<file path="config.mk">
export PLATFORM = sky130hd
export DESIGN_NAME = ser_buf_top
export DESIGN_NICKNAME = d
export VERILOG_FILES = /design/src/rtl/ser_buf_pkg.sv /design/src/rtl/sbuf_tx.sv /design/src/rtl/sbuf_rx.sv /design/src/rtl/ser_buf_top.sv
export SDC_FILE = /design/constraint.sdc
export NUM_CORES = 1
export LEC_CHECK = 0
export BUFFER_PORTS_ARGS = -buffer_cell sky130_fd_sc_hd__buf_4
export CORE_AREA = 5 5 69 71
export DETAILED_ROUTE_END_ITERATION = 8
export DIE_AREA = 0 0 74 76
export HOLD_SLACK_MARGIN = 0.06
export PLACE_DENSITY = 0.89
export SYNTH_ARGS = -nofsm -noshare
export SYNTH_HDL_FRONTEND = slang
export SYNTH_SLANG_ARGS = --single-unit
</file>
<file path="constraint.sdc">
create_clock -name clk -period 1.9 [get_ports clk]
set_clock_uncertainty 0.1 [all_clocks]
set_input_delay 0.475 -clock clk [delete_from_list [all_inputs] [get_ports clk]]
set_output_delay 0.475 -clock clk [all_outputs]
set_load 0.02 [all_outputs]
</file>
<file path="src/rtl/ser_buf_pkg.sv">
package ser_buf_pkg;
  typedef enum logic [1:0] {
    RX_IDLE  = 2'd0,
    RX_START = 2'd1,
    RX_DATA  = 2'd2,
    RX_STOP  = 2'd3
  } rx_state_e;
endpackage

</file>
<file path="src/rtl/sbuf_tx.sv">
module sbuf_tx #(
  parameter int DATA_W = 8,
  parameter int OVS    = 16
) (
  input  logic              clk,
  input  logic              rst_n,
  input  logic              os_tick,
  input  logic              load,
  input  logic [DATA_W-1:0] load_data,
  output logic              busy,
  output logic              done,
  output logic              tx_o
);
  localparam int FW  = DATA_W + 2;
  localparam int CW  = $clog2(OVS);
  localparam int BCW = $clog2(FW + 1);

  logic [FW-1:0]  sh_q, sh_d;
  logic [CW-1:0]  cnt_q, cnt_d;
  logic [BCW-1:0] bit_q, bit_d;
  logic           busy_q, busy_d;
  logic           en;

  always_comb begin
    sh_d   = sh_q;
    cnt_d  = cnt_q;
    bit_d  = bit_q;
    busy_d = busy_q;
    done   = 1'b0;
    if (!busy_q) begin
      if (load) begin
        sh_d   = {1'b1, load_data, 1'b0};
        cnt_d  = '0;
        bit_d  = '0;
        busy_d = 1'b1;
      end
    end else if (os_tick) begin
      if (cnt_q == CW'(OVS - 1)) begin
        cnt_d = '0;
        sh_d  = {1'b1, sh_q[FW-1:1]};
        if (bit_q == BCW'(FW - 1)) begin
          busy_d = 1'b0;
          done   = 1'b1;
        end else begin
          bit_d = bit_q + 1'b1;
        end
      end else begin
        cnt_d = cnt_q + 1'b1;
      end
    end
  end

  assign en = busy_q ? os_tick : load;

  always_ff @(posedge clk or negedge rst_n) begin
    if (!rst_n) begin
      sh_q   <= '1;
      cnt_q  <= '0;
      bit_q  <= '0;
      busy_q <= 1'b0;
    end else if (en) begin
      sh_q   <= sh_d;
      cnt_q  <= cnt_d;
      bit_q  <= bit_d;
      busy_q <= busy_d;
    end
  end

  assign busy = busy_q;
  assign tx_o = busy_q ? sh_q[0] : 1'b1;
endmodule

</file>
<file path="src/rtl/sbuf_rx.sv">
module sbuf_rx
  import ser_buf_pkg::*;
#(
  parameter int DATA_W = 8,
  parameter int OVS    = 16
) (
  input  logic              clk,
  input  logic              rst_n,
  input  logic              os_tick,
  input  logic              rx_i,
  output logic              byte_valid,
  output logic [DATA_W-1:0] byte_data
);
  localparam int CW  = $clog2(OVS);
  localparam int BCW = $clog2(DATA_W);
  localparam int MID = OVS / 2;

  logic [2:0]        sync_q;
  rx_state_e         st_q, st_d;
  logic [CW-1:0]     cnt_q, cnt_d;
  logic [BCW-1:0]    bit_q, bit_d;
  logic [DATA_W-1:0] sh_q, sh_d;
  logic              rx_s, fall;

  assign rx_s = sync_q[1];
  assign fall = sync_q[2] & ~sync_q[1];

  always_ff @(posedge clk or negedge rst_n) begin
    if (!rst_n) sync_q <= '1;
    else        sync_q <= {sync_q[1:0], rx_i};
  end

  always_comb begin
    st_d       = st_q;
    cnt_d      = cnt_q;
    bit_d      = bit_q;
    sh_d       = sh_q;
    byte_valid = 1'b0;
    unique case (st_q)
      RX_IDLE: begin
        if (fall) begin
          st_d  = RX_START;
          cnt_d = '0;
        end
      end
      RX_START: begin
        if (os_tick) begin
          if (cnt_q == CW'(MID - 1)) begin
            cnt_d = '0;
            bit_d = '0;
            st_d  = rx_s ? RX_IDLE : RX_DATA;
          end else begin
            cnt_d = cnt_q + 1'b1;
          end
        end
      end
      RX_DATA: begin
        if (os_tick) begin
          if (cnt_q == CW'(OVS - 1)) begin
            cnt_d = '0;
            sh_d  = {rx_s, sh_q[DATA_W-1:1]};
            if (bit_q == BCW'(DATA_W - 1)) st_d = RX_STOP;
            else                           bit_d = bit_q + 1'b1;
          end else begin
            cnt_d = cnt_q + 1'b1;
          end
        end
      end
      RX_STOP: begin
        if (os_tick) begin
          if (cnt_q == CW'(OVS - 1)) begin
            cnt_d      = '0;
            st_d       = RX_IDLE;
            byte_valid = rx_s;
          end else begin
            cnt_d = cnt_q + 1'b1;
          end
        end
      end
      default: st_d = RX_IDLE;
    endcase
  end

  always_ff @(posedge clk or negedge rst_n) begin
    if (!rst_n) begin
      st_q  <= RX_IDLE;
      cnt_q <= '0;
      bit_q <= '0;
      sh_q  <= '0;
    end else begin
      st_q  <= st_d;
      cnt_q <= cnt_d;
      bit_q <= bit_d;
      sh_q  <= sh_d;
    end
  end

  assign byte_data = sh_q;
endmodule

</file>
<file path="src/rtl/ser_buf_top.sv">
module ser_buf_top #(
  parameter int DATA_W = 8,
  parameter int OVS    = 16
) (
  input  logic              clk,
  input  logic              rst_n,
  input  logic              os_tick,
  input  logic              bus_wr,
  input  logic              bus_addr,
  input  logic [DATA_W-1:0] bus_wdata,
  output logic [DATA_W-1:0] rd_data,
  output logic              tx_o,
  input  logic              rx_i,
  output logic              ti,
  output logic              ri
);
  logic              wr_buf, wr_flag;
  logic              tx_busy, tx_done;
  logic              rx_valid;
  logic [DATA_W-1:0] rx_byte;
  logic              ti_q, ti_d, ri_q, ri_d;
  logic [DATA_W-1:0] rxbuf_q, rxbuf_d;
  logic              rxbuf_en;

  assign wr_buf  = bus_wr & ~bus_addr;
  assign wr_flag = bus_wr &  bus_addr;

  sbuf_tx #(.DATA_W(DATA_W), .OVS(OVS)) u_tx (
    .clk(clk), .rst_n(rst_n), .os_tick(os_tick),
    .load(wr_buf), .load_data(bus_wdata),
    .busy(tx_busy), .done(tx_done), .tx_o(tx_o)
  );

  sbuf_rx #(.DATA_W(DATA_W), .OVS(OVS)) u_rx (
    .clk(clk), .rst_n(rst_n), .os_tick(os_tick), .rx_i(rx_i),
    .byte_valid(rx_valid), .byte_data(rx_byte)
  );

  always_comb begin
    ti_d = ti_q;
    if (wr_flag && bus_wdata[0]) ti_d = 1'b0;
    if (tx_done)                 ti_d = 1'b1;
    ri_d     = ri_q;
    rxbuf_d  = rxbuf_q;
    rxbuf_en = rx_valid & ~ri_q;
    if (wr_flag && bus_wdata[1]) ri_d = 1'b0;
    if (rxbuf_en) begin
      ri_d    = 1'b1;
      rxbuf_d = rx_byte;
    end
  end

  always_ff @(posedge clk or negedge rst_n) begin
    if (!rst_n) begin
      ti_q <= 1'b0;
      ri_q <= 1'b0;
    end else begin
      ti_q <= ti_d;
      ri_q <= ri_d;
    end
  end

  always_ff @(posedge clk or negedge rst_n) begin
    if (!rst_n)        rxbuf_q <= '0;
    else if (rxbuf_en) rxbuf_q <= rxbuf_d;
  end

  assign rd_data = bus_addr ? {{(DATA_W-2){1'b0}}, ri_q, ti_q} : rxbuf_q;
  assign ti = ti_q;
  assign ri = ri_q;
endmodule

</file>
---- Word-level counts from Yosys, hierarchy flattened ----
Cells that the tools add are included.
Widths: inputs -> output; s select.
cells by class
  add/sub/neg operators ................... 4
  equality and inequality tests ........... 21
  multiplexer cells ....................... 53
  bitwise operators ....................... 7
  reduce and logical (&&, ||, !) cells .... 15
operators by type and width
  operator             number
  $mux 4               13
  $mux 10              4
  $mux 1               18
  $mux 2               9
  $mux 3               5
  $ne 2x2->1 const B   7
  $add 4x1->4 const B  3
  $eq 4x4->1 const B   3
  $ne 2x1->1 const B   6
  $pmux 4 s3           1
  $reduce_and 3->1     3
  $mux 8               1
  $pmux 2 s4           1
  $reduce_and 8->1     1
  $reduce_bool 2->1    4
  $pmux 3 s2           1
  $reduce_and 6->1     1
  $reduce_and 5->1     1
  $and 1x1->1          4
  $eq 2x2->1 const B   2
  $eq 4x3->1 const B   1
  $reduce_and 4->1     1
  $add 3x1->3 const B  1
  $eq 3x3->1 const B   1
  other kinds (5)      8
word-level totals
  bits in registers ....................... 49
  input port bits ......................... 14
  word-level logic and storage cells ...... 112

---- Longest topological paths before layout ----
  word-level depth ........................ 6
  gate-level depth with buffers ........... 6
  mapped depth without buffers ............ 6

---- Modules after synthesis ----
Synthesis repeated with hierarchy kept, for this count alone.
unflattened totals
  cell total of the unflattened synthesis .. 199
  area total of the unflattened synthesis .. 2469.9 um2
modules (own cells, without submodules)
  module       times used  cells an instance  area each (um2)
  sbuf_tx      1           91                 1041.0
  sbuf_rx      1           74                 944.7
  ser_buf_top  1           34                 484.2

---- Worst setup path before layout ----
No wires, ideal clock.
  path kind ............................... reg2reg
  start ................................... reg u_rx.cnt_q[0]
  end ..................................... reg rxbuf_q[1]
  library setup time ...................... 0.125 ns
  arrival time ............................ 1.544 ns
  required time ........................... 1.675 ns
  path slack .............................. 0.131 ns
  stages on the path, launching flop included .. 6
  path through ............................ dfrtp_1 -> ha_1 -> and2_4 -> nand4_4 -> nor3_4 -> mux2_2
on the way
  longest elaborated chain between the ends .. 5
ends and longest elaborated chain
  element                 line               text
  start, declared         sbuf_rx.sv:20      logic [CW-1:0] cnt_q, cnt_d;
  start signal, assigned  sbuf_rx.sv:92      cnt_q <= cnt_d;
  $eq 4x4->1              sbuf_rx.sv:71      if (cnt_q == CW'(OVS - 1)) begin
  $mux 1                  sbuf_rx.sv:71
  $mux 1                  sbuf_rx.sv:70      if (os_tick) begin
  $mux 1                  sbuf_rx.sv:39      unique case (st_q)
  $and 1x1->1             ser_buf_top.sv:45  rxbuf_en = rx_valid & ~ri_q;
  end signal, assigned    ser_buf_top.sv:65  else if (rxbuf_en) rxbuf_q <= rxbuf_d;
  end, declared           ser_buf_top.sv:22  logic [DATA_W-1:0] rxbuf_q, rxbuf_d;
Every way passes these cells.
A chain may end at the register's enable or synchronous reset.

---- Worst setup path after layout ----
  start ................................... reg ri_q (netlist: ri)
  end ..................................... out rd_data[1]
on the way
  longest elaborated chain between the ends .. 1
ends and longest elaborated chain
  element                 line               text
  start, declared         ser_buf_top.sv:21  logic ti_q, ti_d, ri_q, ri_d;
  start signal, assigned  ser_buf_top.sv:59  ri_q <= ri_d;
  $mux 8                  ser_buf_top.sv:68  assign rd_data = bus_addr ? {{(DATA_W-2){1'b0}}, ri_q, ti_q} : rxbuf_q;
  end, declared           ser_buf_top.sv:11  output logic [DATA_W-1:0] rd_data,
Every way passes these cells.

==> flow_summary.ini <==
[logic_synthesis]
synth.area.mux_share = 0.128
synth_compound_area_frac = 0.0986
synth_nets = 226
synth-seq-cells = 48
yosys_warnings = 0
synth_top_family_by_area = simple AND/OR/NAND/NOR gates
synth_area_leaders = dfrtp_1 (39%), dfstp_2 (14%), mux2_2 (8.8%), o21ai_0 (4.1%), nand2_1 (3.6%)
synth_top_cell_by_area = dfrtp_1
seq_area_frac_synth = 0.530
yosys.area_share.simple = 0.181
synth_edf_count = 0
postSynthAreaPerCell_um2 = 11.1
netlist_area_um2 = 2300
synth_async_sr_flop_share = 1.00
synth_xor_area_frac = 0.00763
synthDominantCellAreaShare = 0.392
ys_types = 45
syn_inst = 206
synth_flop_cell = dfrtp_1
synthAdderAreaFrac = 0.0327

[detailed_routing]
route.final.wire_length_um = 4210
ant_nets = 0
wl_met3_um = 174
wl_met2_um = 2140
firstDrtPassIters = 4
drtIter0Drc = 102
top_layer_used = met4
wl_per_cell_um = 14.4
m1WireLength_um = 1840
viasPerCell = 5.67
drcViolationCount = 0
num_vias = 1661

[timing]
max_slew_margin = 0.617
slew_viol_final = 0
setup_slack_ps = 94.6
fmax_mhz = 554
hold_viol = 0
rsz0062_at_grt = no
timing.final.crit_share = 0.950
min_period_ps = 1810
finalSetupTns_ps = 0
setup_viol = 0
worst_slew_pin_slew_ps = 574

[clock_tree]
cts_setup_buffers = 0
clkSinkCount = 48
clk_pin_slew_worst_paths_ps = 90
holdBufCountCts = 0
tritoncts = done
max-clock-path-buffers = 2
cts_made_buffers = 5
worstSkewPairLatency_ps = 300
ctsResizeCount = 0
cts-root-buf = clkbuf_8
htreeDepth = 2

[placed_design]
port_buffers = 24
hpwl_um = 3090
pre_cts_ws_ps = 126
placed_cells = 285
gp_congestion = 0.791

[global_route]
track_usage = 0.165
grt_max_degree = 49
grt_antenna_before_repair = 0
grt_first_pass_wirelength_um = 7380
overflow = 0
grt_pass1_vias = 1718

[pwr]
clkPwrFrac = 0.220
switchingPower_mw = 0.899
p_leak_nw = 1.28
p_per_area_nw_per_um2 = 1020
combPwrFrac = 0.248
ir_drop_mv = 0.769
p_int_mw = 1.85
power_mw = 2.75
pwr-share-seq = 0.532
p_sw_frac = 0.327

[worst_setup_path]
arrival_ps = 1230
cp_cell_sequence = mux2_2 > buf_4
crit_buf_inv = 1
slowest_delay_ps = 470
startpoint_type = flip-flop
worstPathMaxFanout = 5
path_class = reg2out
cp_top_family = flip-flops
cp-end-kind = output port
required_ps = 1320
crit_slowest_cell = dfrtp_1

[die]
boundaryPins = 25
die_x_um = 74
dieHeight_um = 76
initial_core_util = 0.550
rows = 24
core_um2 = 4170
die_area_um2 = 5620

[cells_and_area]
area_growth_pct = 17.3
nets = 260
drive_gt1_frac = 0.320
instances_no_fill = 293
n_antenna_cell = 0

[worst_hold_path]
min-delay-path-class = in2async

[flow_run]
cap_viol_max_count = 0

[status]
status = finished, final reports clean
## routing by layer
layer / global-route usage / vias to the layer above
li1: - / 813
met1: 0.201 / 796
met2: 0.274 / 43
met3: 0.0435 / 9
met4: 0.0598 / 0
met5: 0 / -
## metrics by stage
step,hold slack (ps),util,area (um2)
after floorplan,79.4,-,2300
after global placement,247,0.623,2600
after detailed placement,249,0.623,2600
after CTS,78.9,0.645,2690
after global routing,108,0.645,2690
final,64.3,0.645,2690
## worst paths after layout
kind | from | end | slack [ps] | cells after the start
max reg2reg | u_rx.cnt_q[0] | rxbuf_q[4] | 150 | 6
min in group clk | rx_i | u_rx.sync_q[0] | 170 | 1
max in group asynchronous | rst_n | u_tx.sh_q[8] | 1250 | 1
min reg2reg | u_rx.sync_q[0] | u_rx.sync_q[1] | 260 | 0
min | rst_n | u_rx.byte_data[5] | 60 | 1
max | ri | rd_data[1] | 90 | 2
## state kept, by name (all words and copies together), names as in the netlist, 3 cells and up, named ones only
name	flops
rxbuf_q	8
u_rx.bit_q	3
u_rx.byte_data	8
u_rx.cnt_q	4
u_rx.sync_q	3
u_tx.bit_q	4
u_tx.cnt_q	4
u_tx.sh_q	9
## synth_stat cells (3+ instances only)
master     n
clkbuf_1   4
ha_1       6
nand2b_1   3
and3_1     3
o21ai_0   19
buf_2      3
nor2b_1    7
mux2_2    18
inv_1      4
nand2_1   22
nor2_1    10
a21oi_1    6
dfrtp_1   36
nand3_1   10
mux2i_1    8
dfstp_2   12
## worst register-to-register path, stage by stage, from the launching register on
cell and delay (ps):
dfrtp_1 380, ha_1 170, and2_4 160, nand4_4 120, nor3_4 220, buf_12 150, mux2_2 330
## power by group through the flow
| stage | sequential [mW] | combinational, mW | clock (mW) |
|---|---|---|---|
| final | 1.46 | 0.681 | 0.605 |
| after global routing | 1.50 | 0.785 | 0.671 |
| after CTS | 1.46 | 0.687 | 0.622 |
| after detailed placement | 1.48 | 0.685 | 0 |
| after global placement | 1.46 | 0.643 | 0 |
| after floorplan | 1.43 | 0.494 | 0 |
## kinds of logic (layout without fill, tap and decap cells)
family,after synthesis,count (layout)
buffers and inverters,12,47
DFF,48,48
AOI/OAI and AO/OA,37,37
xor gates and xnor gates,2,2
and+or+nand+nor,74,74
adders and majority gates,6,6
muxes,27,27
## placed cells by master, fill, tap and decap left out, drive strengths merged
cell | Yosys | routed
a2111oi | 1 | 1
a31oi | 1 | 1
a21boi | 1 | 1
o21ai | 19 | 19
nand2 | 22 | 22
mux2 | 19 | 19
nor4b | 2 | 2
nor2b | 7 | 7
nand4 | 2 | 2
xor2 | 1 | 1
nor3 | 3 | 3
nand4b | 1 | 1
a32o | 2 | 2
nand3 | 10 | 10
clkinvlp | 0 | 2
dfrtp | 36 | 36
clkinv | 0 | 1
o22a | 1 | 1
nand3b | 2 | 2
nand2b | 3 | 3
buf | 3 | 35
clkbuf | 5 | 5
nor3b | 2 | 2
inv | 4 | 4
a211oi | 1 | 1
and2 | 3 | 3
and4 | 2 | 2
o211ai | 1 | 1
dfstp | 12 | 12
o31ai | 1 | 1
a221o | 1 | 1
a21oi | 6 | 6
a311oi | 1 | 1
a41oi | 1 | 1
and3 | 3 | 3
ha | 6 | 6
nor2 | 11 | 11
mux2i | 8 | 8
or4b | 1 | 1
xnor2 | 1 | 1
## cell type report
cell class / instances / area [um2]
inverters: 4 / 15.0
clock buffers: 5 / 68.8
flip-flops and latches: 48 / 1220
clock inverters: 3 / 23.8
repair buffers: 35 / 275
well taps: 52 / 65.1
multi-input cells: 146 / 1030
fillers: 319 / 1480
No activity file was read; power rests on OpenSTA's default activity.
